<file path="config.mk">
export PLATFORM = sky130hd
export DESIGN_NAME = trapsel_top
export DESIGN_NICKNAME = d
export VERILOG_FILES = /design/src/rtl/trapsel_pkg.sv /design/src/rtl/trapsel_fixed.sv /design/src/rtl/trapsel_indexed.sv /design/src/rtl/trapsel_pick.sv /design/src/rtl/trapsel_tree.sv /design/src/rtl/trapsel_top.sv
export SDC_FILE = /design/constraint.sdc
export NUM_CORES = 1
export LEC_CHECK = 0
export ABC_AREA = 1
export CORE_ASPECT_RATIO = 1.5
export CORE_UTILIZATION = 55
export DETAILED_ROUTE_END_ITERATION = 8
export PLACE_DENSITY = 0.88
export RECOVER_POWER = 25
export SLEW_MARGIN = 20
export SYNTH_ARGS = -nofsm -noshare
export SYNTH_HDL_FRONTEND = slang
export SYNTH_SLANG_ARGS = --single-unit
</file>
<file path="constraint.sdc">
create_clock -name clk -period 0.8 [get_ports clk]
set_input_delay 0.16 -clock clk [delete_from_list [all_inputs] [get_ports clk]]
set_output_delay 0.16 -clock clk [all_outputs]
set_load 0.005 [all_outputs]
</file>
<file path="src/rtl/trapsel_pkg.sv">
package trapsel_pkg;

  localparam int CODE_W = 9;
  localparam int PRIO_W = 5;
  localparam int NFIX   = 30;
  localparam int LVL_W  = 4;
  localparam int NWIN   = 4;
  localparam int WT_W   = 3;
  localparam int SWN_W  = 7;
  localparam int NIDX   = 2 + NWIN;  // interrupt, windows, software trap

  localparam logic [CODE_W-1:0] IRQ_BASE   = 9'h040;
  localparam logic [CODE_W-1:0] WIN_BASE   = 9'h080;
  localparam logic [CODE_W-1:0] WIN_STRIDE = 9'h020;
  localparam logic [CODE_W-1:0] SW_BASE    = 9'h100;
  localparam logic [PRIO_W-1:0] WIN_PRIO   = 5'd9;
  localparam logic [PRIO_W-1:0] SW_PRIO    = 5'd16;
  localparam int                IRQ_TOP    = 32;

  typedef struct packed {
    logic              vld;
    logic [CODE_W-1:0] code;
    logic [PRIO_W-1:0] prio;
  } trap_cand_t;

  // Code assigned to each fixed request bit.
  function automatic logic [CODE_W-1:0] fix_code(input int unsigned i);
    case (i)
      0:  return 9'h001;  1:  return 9'h002;  2:  return 9'h003;
      3:  return 9'h004;  4:  return 9'h005;  5:  return 9'h008;
      6:  return 9'h009;  7:  return 9'h00A;  8:  return 9'h010;
      9:  return 9'h011;  10: return 9'h012;  11: return 9'h013;
      12: return 9'h020;  13: return 9'h021;  14: return 9'h022;
      15: return 9'h023;  16: return 9'h024;  17: return 9'h028;
      18: return 9'h029;  19: return 9'h030;  20: return 9'h031;
      21: return 9'h032;  22: return 9'h033;  23: return 9'h034;
      24: return 9'h035;  25: return 9'h036;  26: return 9'h037;
      27: return 9'h038;  28: return 9'h039;  29: return 9'h040;
      default: return '0;
    endcase
  endfunction

  // Priority number of each fixed request bit (lower = more urgent).
  function automatic logic [PRIO_W-1:0] fix_prio(input int unsigned i);
    case (i)
      0:  return 5'd0;   1:  return 5'd1;   2:  return 5'd1;
      3:  return 5'd1;   4:  return 5'd1;   5:  return 5'd5;
      6:  return 5'd2;   7:  return 5'd3;   8:  return 5'd7;
      9:  return 5'd6;   10: return 5'd6;   11: return 5'd6;
      12: return 5'd8;   13: return 5'd11;  14: return 5'd11;
      15: return 5'd14;  16: return 5'd10;  17: return 5'd15;
      18: return 5'd4;   19: return 5'd12;  20: return 5'd12;
      21: return 5'd12;  22: return 5'd12;  23: return 5'd10;
      24: return 5'd10;  25: return 5'd10;  26: return 5'd11;
      27: return 5'd10;  28: return 5'd10;  29: return 5'd2;
      default: return '1;
    endcase
  endfunction

  // True when candidate b must be taken instead of candidate a.
  // The key {prio, code} orders first by urgency, then by code.
  function automatic logic prefer(input trap_cand_t a, input trap_cand_t b);
    return b.vld && (!a.vld || ({b.prio, b.code} < {a.prio, a.code}));
  endfunction

endpackage

</file>
<file path="src/rtl/trapsel_fixed.sv">
module trapsel_fixed
  import trapsel_pkg::*;
(
  input  logic [NFIX-1:0]        req,
  output trap_cand_t [NFIX-1:0]  cand
);
  for (genvar i = 0; i < NFIX; i++) begin : g_fix
    assign cand[i].vld  = req[i];
    assign cand[i].code = fix_code(i);
    assign cand[i].prio = fix_prio(i);
  end
endmodule

</file>
<file path="src/rtl/trapsel_indexed.sv">
module trapsel_indexed
  import trapsel_pkg::*;
#(
  parameter bit HAS_IRQ = 1'b1,
  parameter bit HAS_WIN = 1'b1,
  parameter bit HAS_SW  = 1'b1
) (
  input  logic [LVL_W-1:0]       irq_lvl,
  input  logic [NWIN-1:0]        win_req,
  input  logic [NWIN*WT_W-1:0]   win_type,
  input  logic                   sw_req,
  input  logic [SWN_W-1:0]       sw_num,
  output trap_cand_t [NIDX-1:0]  cand
);
  localparam int IRQ_SLOT = 0;
  localparam int WIN_SLOT = 1;
  localparam int SW_SLOT  = 1 + NWIN;

  if (HAS_IRQ) begin : g_irq
    assign cand[IRQ_SLOT].vld  = (irq_lvl != '0);
    assign cand[IRQ_SLOT].code = IRQ_BASE + CODE_W'(irq_lvl);
    assign cand[IRQ_SLOT].prio = PRIO_W'(IRQ_TOP - int'(irq_lvl));
  end else begin : g_no_irq
    assign cand[IRQ_SLOT] = '0;
  end

  for (genvar k = 0; k < NWIN; k++) begin : g_win
    if (HAS_WIN) begin : g_on
      logic [WT_W-1:0] wt;
      assign wt = win_type[k*WT_W +: WT_W];
      assign cand[WIN_SLOT+k].vld  = win_req[k];
      assign cand[WIN_SLOT+k].code = WIN_BASE + CODE_W'(k) * WIN_STRIDE
                                     + CODE_W'({wt, 2'b00});
      assign cand[WIN_SLOT+k].prio = WIN_PRIO;
    end else begin : g_off
      assign cand[WIN_SLOT+k] = '0;
    end
  end

  if (HAS_SW) begin : g_sw
    assign cand[SW_SLOT].vld  = sw_req;
    assign cand[SW_SLOT].code = SW_BASE + CODE_W'(sw_num);
    assign cand[SW_SLOT].prio = SW_PRIO;
  end else begin : g_no_sw
    assign cand[SW_SLOT] = '0;
  end
endmodule

</file>
<file path="src/rtl/trapsel_pick.sv">
module trapsel_pick
  import trapsel_pkg::*;
(
  input  trap_cand_t a,
  input  trap_cand_t b,
  output trap_cand_t y
);
  assign y = prefer(a, b) ? b : a;
endmodule

</file>
<file path="src/rtl/trapsel_tree.sv">
module trapsel_tree
  import trapsel_pkg::*;
#(
  parameter int N = 8
) (
  input  trap_cand_t [N-1:0] leaf,
  output trap_cand_t         best
);
  localparam int LVLS = (N > 1) ? $clog2(N) : 1;
  localparam int NP   = 1 << LVLS;

  for (genvar l = 0; l <= LVLS; l++) begin : lv
    trap_cand_t [(NP>>l)-1:0] node;
    if (l == 0) begin : g_leaf
      for (genvar j = 0; j < NP; j++) begin : g_pad
        if (j < N) begin : g_real
          assign node[j] = leaf[j];
        end else begin : g_empty
          assign node[j] = '0;
        end
      end
    end else begin : g_join
      for (genvar j = 0; j < (NP >> l); j++) begin : g_pair
        trapsel_pick u_pick (
          .a (lv[l-1].node[2*j]),
          .b (lv[l-1].node[2*j+1]),
          .y (node[j])
        );
      end
    end
  end

  assign best = lv[LVLS].node[0];
endmodule

</file>
<file path="src/rtl/trapsel_top.sv">
module trapsel_top
  import trapsel_pkg::*;
#(
  parameter bit HAS_IRQ = 1'b1,
  parameter bit HAS_WIN = 1'b1,
  parameter bit HAS_SW  = 1'b1,
  parameter bit OUT_REG = 1'b1
) (
  input  logic                  clk,
  input  logic                  rst_n,
  input  logic [NFIX-1:0]       fixed_req,
  input  logic [LVL_W-1:0]      irq_lvl,
  input  logic [NWIN-1:0]       win_req,
  input  logic [NWIN*WT_W-1:0]  win_type,
  input  logic                  sw_req,
  input  logic [SWN_W-1:0]      sw_num,
  output logic                  trap_valid,
  output logic [CODE_W-1:0]     trap_code,
  output logic [PRIO_W-1:0]     trap_prio
);
  localparam int NCAND = NFIX + NIDX;

  trap_cand_t [NFIX-1:0]  fix_cand;
  trap_cand_t [NIDX-1:0]  idx_cand;
  trap_cand_t [NCAND-1:0] all_cand;
  trap_cand_t             best;
  trap_cand_t             result;

  trapsel_fixed u_fixed (
    .req  (fixed_req),
    .cand (fix_cand)
  );

  trapsel_indexed #(
    .HAS_IRQ (HAS_IRQ),
    .HAS_WIN (HAS_WIN),
    .HAS_SW  (HAS_SW)
  ) u_indexed (
    .irq_lvl  (irq_lvl),
    .win_req  (win_req),
    .win_type (win_type),
    .sw_req   (sw_req),
    .sw_num   (sw_num),
    .cand     (idx_cand)
  );

  assign all_cand = {idx_cand, fix_cand};

  trapsel_tree #(.N(NCAND)) u_tree (
    .leaf (all_cand),
    .best (best)
  );

  // Idle result is all zero, independent of the losing fields.
  assign result = best.vld ? best : '0;

  if (OUT_REG) begin : g_reg
    trap_cand_t q;
    always_ff @(posedge clk or negedge rst_n) begin
      if (!rst_n) q <= '0;
      else        q <= result;
    end
    assign trap_valid = q.vld;
    assign trap_code  = q.code;
    assign trap_prio  = q.prio;
  end else begin : g_comb
    assign trap_valid = result.vld;
    assign trap_code  = result.code;
    assign trap_prio  = result.prio;
  end
endmodule

</file>
==> qor.csv, run 1 <==
stage,metric,value,unit
placement,portBuffers,74,
synth,syn_area,3010,um2
cts,cts_root_buf,clkbuf_8,
status,error,"[ERROR DPL-0038] Utilization greater than 100%, impossible to legalize",
cts,cts_resized,226,
status,status,aborted with a tool error,
cts,cts_buffers,3,
cts,clock_sinks,15,
synth,ys_warn_count,0,
placement,hpwl,11100,um
status,stop_stage,clock tree synthesis (4_1_cts),
placement,place_ws,-6.95,ns
synth,ys_ff_latch,15,
synth,synth-seq-area-share,12.5,%
placement,gp_congestion,1.02,
floorplan,dieWidth,62.4,um
floorplan,io_pins,75,
cts,cts_max_level,1,
cts,cts_hold_buf,0,
floorplan,num_rows,32,
synth,synth.avg_cell_area,5.90,um2
floorplan,initial_core_util,57.9,%
synth,synthCells,511,
cts,postCtsSetupBuffers,45,
synth,synth_ff_type,dfrtp_1,
synth,synth_edf_count,0,
synth,synthDistinctLibCells,38,
floorplan,die_h,92.7,um
cts,cts_buffer_depth,2,
synth,synth_nets,615,
synth,synthArstFlopShare,100,%
[cell families after synthesis]
group | share of synthesized area, %
simple gates | 37.9
compound gates | 17.5
mux | 0.664
fa+ha+maj | 18.3
buf+inv | 13.2
flops | 12.5
[synth_stat cells (6+ instances only)]
| library cell | instances | area share, % |
|---|---|---|
| nand3_1 | 22 | 3.7 |
| dfrtp_1 | 15 | 12 |
| nor3_1 | 6 | 1.0 |
| nand2_1 | 141 | 18 |
| inv_1 | 94 | 12 |
| nand2_4 | 7 | 2.6 |
| a21oi_1 | 20 | 3.3 |
| nor2_1 | 64 | 8.0 |
| o21ai_0 | 34 | 5.6 |
| nand2_2 | 7 | 1.5 |
| ha_1 | 44 | 18 |
[through the flow]
step                cell area [um2]  hold WS (ns)  cells  utilization, %
floorplan                      3100        -0.136    511               -
global placement               5010         0.505    795            96.3
detailed placement             5010         0.523    795            96.3
==> run 2, diff against run 1 <==
--- a/config.mk
+++ b/config.mk
@@ -6,10 +6,9 @@
 export NUM_CORES = 1
 export LEC_CHECK = 0
 export ABC_AREA = 1
-export CORE_ASPECT_RATIO = 1.5
-export CORE_UTILIZATION = 55
+export CORE_UTILIZATION = 40
 export DETAILED_ROUTE_END_ITERATION = 8
-export PLACE_DENSITY = 0.88
+export PLACE_DENSITY_LB_ADDON = 0.15
 export RECOVER_POWER = 25
 export SLEW_MARGIN = 20
 export SYNTH_ARGS = -nofsm -noshare
==> run 2 against run 1 <==
The flow now finishes, with violations (setup timing). Synthesized cell count unchanged. Synthesized area stayed put.
==> qor.csv, run 2 <==
stage,metric,value,unit,change
setup_path,crit_top_cell,nand2_1,,
cts,cts_root_buf,clkbuf_8,,
timing,period_minus_slack,7.55,ns,
synth,netlist_top_cells_area,"ha_1 (18%), nand2_1 (18%), dfrtp_1 (12%), inv_1 (12%), nor2_1 (8.0%)",,
placement,placed_cell_area,5190,um2,+3.5%
drt,wl_per_cell,16.9,um,
floorplan,die_h,88.8,um,-4.2%
timing,setup_slack,-6.75,ns,
finish,final_cell_mix,"buf_4 (197), nand2_1 (107), inv_1 (77), nor2_1 (51), clkdlybuf4s50_1 (51)",,
synth,synth_top_cell_by_area,ha_1,,
finish,drive_gt1_share,46.8,%,
timing,tightest_slew,0.608,ns,
timing,setup_tns,-96.95,ns,
global_route,grt_pass1_wl,18600,um,
drt,dr.first_iter.drc_count,249,,
status,violations,setup timing,,
synth,synthDistinctLibCells,38,,unchanged
placement,hpwl,8270,um,-26%
drt,detail-route-antenna-nets,0,,
setup_path,crit_family,simple AND/OR/NAND/NOR gates,,
setup_path,critPathSlowestCell,ha_1,,
global_route,grt_pass1_vias,4473,,
finish,nFillCells,420,,
power,seqPwrFrac,10.7,%,
synth,yosysTopAreaCellShare,18.3,%,unchanged
cts,cts_max_level,1,,unchanged
cts,cts_buffers,3,,unchanged
timing,relSlewSlack,59.4,%,
floorplan,initial_core_util,41.6,%,-16 points
setup_path,cp.required,0.94,ns,
run,max_cap_violations,0,,
drt,dr.pass1.iters,5,,
min_path,hold_class,primary input to async pin,,
floorplan,io_pins,75,,unchanged
setup_path,path_class,primary input to flip-flop,,
finish,final_nets,904,,
drt,vias,4834,,
power,switching_share,47.0,%,
synth,ys_ff_latch,15,,unchanged
cts,clock_sinks,15,,unchanged
power,p_per_area,1670,nW/um2,
timing,fin_hold_ws,0.343,ns,
floorplan,dieArea,7890,um2,
floorplan,placeableCoreArea,7250,um2,
synth,synth.avg_cell_area,5.90,um2,unchanged
placement,portBuffers,74,,unchanged
timing,slew_viol_final,0,,
finish,largest_reg_flops,9,,
global_route,grt_max_degree,16,,
drt,drc,0,,
finish,area.growth.synth_to_final,104,%,
setup_path,critPathCaptureType,flip-flop,,
finish,final_common_cell,buf_4,,
status,status,finished with violations,,
power,p_clk_share,5.7,%,
setup_path,crit_fanout,6,,
power,power_report.internal_total,5.43,mW,
setup_path,start_kind,primary input,,
timing,setup_viol,30,,
timing,hold_viol,0,,
synth,synthArstFlopShare,100,%,unchanged
setup_path,max_stage_delay,0.30,ns,
drt,drt-total-wl,15200,um,
synth,synth-seq-area-share,12.5,%,unchanged
timing,fin_crit_sh,943,%,
finish,final_area,6150,um2,
setup_path,worstPathArrival,7.69,ns,
global_route,grt_use_total,29.9,%,
finish,diodes,0,,
global_route,grt_overflow,0,,
synth,synthCells,511,,unchanged
cts,clk_pin_slew,0.05,ns,
power,p_leak,3.18,nW,
synth,ys_warn_count,0,,unchanged
drt,vias_per_cell,5.38,,
global_route,grt_antenna_before_repair,1,,
timing,fmax,132,MHz,
power,ir_drop,834,uV,
synth,synth_nets,615,,unchanged
synth,synth_edf_count,0,,unchanged
synth,syn_area,3010,um2,unchanged
cts,cts_hold_buf,0,,unchanged
synth,synth_ff_type,dfrtp_1,,
setup_path,timing.critical_path.from,irq_lvl[3],,
synth,yosysMostFrequentCell,nand2_1,,
power,p_sw,4.82,mW,
cts,cts_buffer_depth,2,,unchanged
timing,rsz0062_at_grt,true,,
cts,cts_tree,done,,
floorplan,dieWidth,88.8,um,+42%
synth,synthTopCellsByCount,"nand2_1 (141), inv_1 (94), nor2_1 (64)",,
floorplan,num_rows,31,,-3.1%
power,pwr-share-comb,83.6,%,
placement,gp_congestion,0.879,,-14%
setup_path,worst-path-buf-inv,13,,
[run 2: cell counts after synthesis]
No cell type changed its count.
[run 2: power groups by stage]
stage | clock [mW] | combinational [mW] | sequential [mW]
6_report | 0.583 | 8.57 | 1.10
5_1_grt | 0.630 | 9.11 | 1.13
4_1_cts | 0.586 | 6.71 | 1.10
3_5_place_dp | 0 | 6.06 | 1.13
3_3_place_gp | 0 | 5.87 | 1.12
2_1_floorplan | 0 | 3.14 | 1.17
[run 2: cells by family after synthesis]
family / Yosys count / share of synthesized area, %
adders and majority gates: 44 / 18.3
buffers and inverters: 100 / 13.2
AOI/OAI and AO/OA: 88 / 17.5
muxes: 2 / 0.664
DFF: 15 / 12.5
and+or+nand+nor: 262 / 37.9
[run 2: metrics by stage]
step           util, %  setup slack (ns)  cells  total power [mW]
2_1_floorplan        -             -5.41    511              4.32
3_3_place_gp      71.5             -6.28    846              6.99
3_5_place_dp      71.5             -6.48    846              7.19
4_1_cts           79.3             -5.73    888              8.40
5_1_grt           84.8             -7.01    898              10.9
6_report          84.8             -6.75    898              10.2
[run 2: cell type report]
| type | count | area [um2] | area share (%) |
|---|---|---|---|
| flip-flops and latches | 15 | 375 | 6.10 |
| repair buffers | 286 | 2310 | 37.5 |
| inverters | 95 | 403 | 6.55 |
| well taps | 99 | 124 | 2.01 |
| multi-input cells | 399 | 2900 | 47.1 |
| clock buffers | 4 | 45.0 | 0.732 |
[run 2: worst max path at each step]
stage | end | slack [ns] | cells after the start
final | trap_code[2] | -6.75 | 60
after global routing | trap_code[2] | -7.01 | 61
after CTS | trap_code[2] | -5.73 | 64
after detailed placement | trap_prio[0] | -6.48 | 61
after global placement | trap_code[7] | -6.28 | 60
after floorplan | trap_code[5] | -5.41 | 63
[run 2: timing repair]
item,CTS,global route
gates resized for setup,153,92
pin swaps,59,69
endpoints found under the setup margin,30,30
buffers inserted,37,12
cloned,2,1
[run 2: metal layers]
layer  global-route usage (%)  wire (um)
met2                     58.0       7600
met3                     2.71       1180
met1                     31.8       5120
met5                        0         13
met4                     15.5       1230
(Power assumes the default switching activity.)
